--- src/rtl/cfg_reset_reg.sv ---
module cfg_reset_reg #(
  parameter int               WIDTH        = 8,
  parameter logic [WIDTH-1:0] INIT_VAL     = '0,
  parameter bit               RST_PRESENT  = 1'b1,
  parameter bit               RST_SYNC     = 1'b0,
  parameter bit               RST_ACT_HIGH = 1'b0,
  parameter bit               EN_PRESENT   = 1'b1,
  parameter bit               COUNTER      = 1'b1
) (
  input  logic             clk,
  input  logic             rst,
  input  logic             en,
  input  logic [WIDTH-1:0] d,
  output logic [WIDTH-1:0] q
);

  logic [WIDTH-1:0] q_r;
  logic [WIDTH-1:0] nxt;
  logic             rst_on;
  logic             upd;

  assign rst_on = RST_PRESENT && (RST_ACT_HIGH ? rst : !rst);
  assign upd    = !EN_PRESENT || en;
  assign nxt    = !upd ? q_r : (COUNTER ? q_r + WIDTH'(1) : d);
  assign q      = q_r;

  generate
    if (!RST_PRESENT) begin : g_norst
      always_ff @(posedge clk) q_r <= nxt;
    end else if (RST_SYNC) begin : g_sync
      always_ff @(posedge clk)
        if (rst_on) q_r <= INIT_VAL;
        else        q_r <= nxt;
    end else if (RST_ACT_HIGH) begin : g_async_hi
      always_ff @(posedge clk or posedge rst)
        if (rst) q_r <= INIT_VAL;
        else     q_r <= nxt;
    end else begin : g_async_lo
      always_ff @(posedge clk or negedge rst)
        if (!rst) q_r <= INIT_VAL;
        else      q_r <= nxt;
    end
  endgenerate


  async_rst_chk: assert property (@(posedge clk)
    (RST_PRESENT && !RST_SYNC && rst_on) |-> q == INIT_VAL);


  sync_rst_chk: assert property (@(posedge clk)
    (RST_PRESENT && RST_SYNC && rst_on) |=> q == INIT_VAL);


  hold_chk: assert property (@(posedge clk) disable iff (rst_on)
    (EN_PRESENT && !en) |=> $stable(q));


  wrap_chk: assert property (@(posedge clk) disable iff (rst_on)
    (COUNTER && (!EN_PRESENT || en)) |=> q == WIDTH'($past(q) + 1'b1));


  load_chk: assert property (@(posedge clk) disable iff (rst_on)
    (!COUNTER && (!EN_PRESENT || en)) |=> q == $past(d));

endmodule

--- config.mk ---
export PLATFORM = sky130hd
export DESIGN_NAME = cfg_reset_reg
export DESIGN_NICKNAME = d
export VERILOG_FILES = /design/src/rtl/cfg_reset_reg.sv
export SDC_FILE = /design/constraint.sdc
export NUM_CORES = 1
export LEC_CHECK = 0
export ABC_AREA = 1
export ABC_CLOCK_PERIOD_IN_PS = 1250
export BUFFER_PORTS_ARGS = -buffer_cell sky130_fd_sc_hd__buf_2
export CELL_PAD_IN_SITES_DETAIL_PLACEMENT = 1
export CELL_PAD_IN_SITES_GLOBAL_PLACEMENT = 2
export CORE_UTILIZATION = 24
export CTS_BUF_LIST = sky130_fd_sc_hd__clkbuf_8
export DETAILED_ROUTE_END_ITERATION = 12
export PLACE_DENSITY_LB_ADDON = 0.1
export SYNTH_ARGS = -nofsm -noshare
export SYNTH_HDL_FRONTEND = slang
export SYNTH_SLANG_ARGS = --single-unit
--- constraint.sdc ---
create_clock -name clk -period 1.25 [get_ports clk]
set_input_delay 0 -clock clk [delete_from_list [all_inputs] [get_ports clk]]
set_output_delay 0 -clock clk [all_outputs]
set_load 0.01 [all_outputs]
==> results.sh <==
export IMPL_run_status="complete, no violations"
export IMPL_ioPinCount=19
export IMPL_placement_cell_area_um2=444
export IMPL_post_dp_hpwl_um=632
export IMPL_hold_violations=0
export IMPL_root_buffer="sky130_fd_sc_hd__clkbuf_8"
export IMPL_layout_nets=69
export IMPL_worstSkewPairLatency_ns=0.23
export IMPL_layout_commonest_cell="sky130_fd_sc_hd__nand2_1"
export IMPL_met3_wirelength_um=72
export IMPL_worstPathRequired_ns=1.36
export IMPL_leakagePower_nw=0.265
export IMPL_ant_nets=0
export IMPL_floorplan_die_area_um2=1730
export IMPL_die_x_um=41.5
export IMPL_overflow=0
export IMPL_multi_input_comb_area_um2=160
export IMPL_wl_um=810
export IMPL_diodes=0
export IMPL_post_layout_nonfiller_instances=70
export IMPL_wl_met1_um=326
export IMPL_worstPathArrival_ns=1.22
export IMPL_final_fill_count=159
export IMPL_worst_path_most_repeated_cell="sky130_fd_sc_hd__nand2_1"
export IMPL_antenna_found_initial=0
export IMPL_synth_largest_area_cell="sky130_fd_sc_hd__dfrtp_1"
export IMPL_count_of_synthesis_stage_warnings_from_yosys=0
export IMPL_largest_register_ff_count=8
export IMPL_floorplan_rows=13
export IMPL_vias=319
export IMPL_post_route_worst_setup_slack_ns=0.147
export IMPL_max_freq_mhz=907
export IMPL_grt_util_all_layers_pct=11.9
export IMPL_fin_crit_ns=1.10
export IMPL_met2WireLength_um=411
export IMPL_first_global_vias=344
export IMPL_post_synth_num_cell_types=12
export IMPL_floorplan_initialDensity_pct=27.1
export IMPL_synth_cells=40
export IMPL_power_mw=1.22
export IMPL_synth_top_cells_by_area="sky130_fd_sc_hd__dfrtp_1, sky130_fd_sc_hd__nand2_1, sky130_fd_sc_hd__xor2_1"
export IMPL_routed_wire_length_per_instance_um=11.6
export IMPL_path_category_of_the_worst_min_delay_check="in2reg"
export IMPL_mostFrequentLayoutCells="sky130_fd_sc_hd__nand2_1, sky130_fd_sc_hd__buf_2, sky130_fd_sc_hd__dfrtp_1"
export IMPL_synthDominantCellAreaShare_pct=53.3
export IMPL_core_footprint_um2=1380
export IMPL_critical_path_startpoint_category="register"
export IMPL_maxSlewHeadroom_pct=87.4
export IMPL_viasPerCell=4.56
export IMPL_grt_setup_unrepaired="no"
export IMPL_critical_path_cell_chain="ha_1 -> nand2_1 -> nor2_2 -> nand2_1 -> nand2_1 -> nand2_1"
export IMPL_placement_io_buffers=10
export IMPL_power_density_nw_per_um2=2420
export IMPL_drv_max_cap_violation_count=0
export IMPL_finalCritPeriodShare_pct=88.2
export IMPL_synth_nets=52
export IMPL_synth_area_um2=375
export IMPL_numClockSinks=8
export IMPL_drt_pass1_iterations=2
export IMPL_dp_worst_setup_slack_ns=0.101
export IMPL_critical_path_slowest_cell="sky130_fd_sc_hd__dfrtp_1"
export IMPL_ctsHtreeMaxLevel=1
export IMPL_layout_area_seq_um2=200
export IMPL_area_growth_synth_to_final_pct=34.0
export IMPL_critPathKind="reg2reg"
export IMPL_synth_seq_area_share_pct=53.3
export IMPL_final_weighted_congestion_in_routability_driven_placement=0.686
export IMPL_count_of_placed_standard_cells_including_taps=65
export IMPL_cts_tree="yes"
export IMPL_crit_fanout=3
export IMPL_synthesis_area_per_instance_um2=9.38
export IMPL_max_slew_worst_pin_slew_ns=0.188
export IMPL_timing_setup_tns_ns=0
export IMPL_die_h_um=41.5
export IMPL_finClkSkew_ns=0.00287
export IMPL_finalMaxSlewViolations=0
export IMPL_clock_transition_at_path_regs_ns=0.04
export IMPL_fin_area_um2=503
export IMPL_number_of_remaining_drc_errors=0
export IMPL_highest_layer="met3"
export IMPL_irDropWorstVdd_uv=852
export IMPL_clock_tree_buffer_depth=2
export IMPL_first_pass_grt_wire_length_um=1520
export IMPL_cpPeakStageDelay_ns=0.37
export IMPL_critical_path_endpoint_type="register"
export IMPL_cts_buffers=3
export IMPL_post_route_cells_drive_above_1_share_pct=30.9
export IMPL_grt_start_max_net_pins=9
export IMPL_yosys_register_bits=8
export IMPL_drt_iter0_drc=1
export IMPL_setup_violations_final=0
-- worst max-delay path, delay by kind of cell, from the launching register on --
| kind | cells | cell delay, ns |
|---|---|---|
| flip-flops | 1 | 0.37 |
| adder cells (fa/ha/maj) | 1 | 0.16 |
| AND/OR/NAND/NOR | 5 | 0.46 |
-- metrics by stage --
stage / hold WS, ns / util [%]
2_1_floorplan: -0.296 / -
3_3_place_gp: -0.148 / 32.1
3_5_place_dp: -0.144 / 32.1
4_1_cts: 0.000470 / 35.8
5_1_grt: 0.0206 / 36.4
6_report: 0.0107 / 36.4
-- power breakdown --
group          internal [mW]  switching (mW)  leakage [nW]  total, mW
combinational          0.203           0.223         0.148      0.426
sequential             0.370           0.116        0.0948      0.486
clock                  0.208          0.0959        0.0216      0.304
total                  0.782           0.435         0.265       1.22
-- cell families after synthesis --
family | Yosys count | share of synthesized area (%)
buf+inv | 4 | 4.00
flops | 8 | 53.3
xor+xnor | 4 | 9.34
simple gates | 22 | 27.0
mux | 1 | 3.00
fa+ha+maj | 1 | 3.33
-- cell type report --
| cell class | count | share of cell area [%] |
|---|---|---|
| sequential | 8 | 39.8 |
| multi-input combinational | 28 | 31.8 |
| timing repair buffer | 12 | 13.4 |
| clock buffer | 3 | 8.21 |
| tap | 15 | 3.73 |
| inverter | 4 | 2.99 |
-- final timing paths --
kind / from / endpoint / slack (ns) / cells past startpoint
setup reg to reg: q[0] / q[6] / 0.15 / 6
min in group asynchronous: rst / q[4] / 0.14 / 2
max in group asynchronous: rst / q[7] / 0.93 / 2
hold reg to reg: q[2] / q[2] / 0.52 / 1
hold / removal: en / q[0] / 0.01 / 2
setup / recovery: q[0] / q[6] / 0.15 / 6
-- what timing repair did --
action	CTS	global route
hold buffers	1	0
setup endpoints to repair	0	1
buffers inserted	0	1
endpoints found under the hold margin	8	0
resized for setup	0	0
-- layer usage --
metal	up-vias	global-route usage (%)
met1	154	12.8
met2	13	18.4
li1	152	-
met5	-	0
met4	0	3.87
met3	0	8.26
-- cell usage after synthesis (all sizes together) --
| library cell | instances |
|---|---|
| dfrtp | 8 |
| ha | 1 |
| inv | 4 |
| mux2 | 1 |
| nand2 | 16 |
| nand3 | 1 |
| nand3b | 2 |
| nor2 | 3 |
| xnor2 | 1 |
| xor2 | 3 |
No activity file was read; power rests on OpenSTA's default activity.
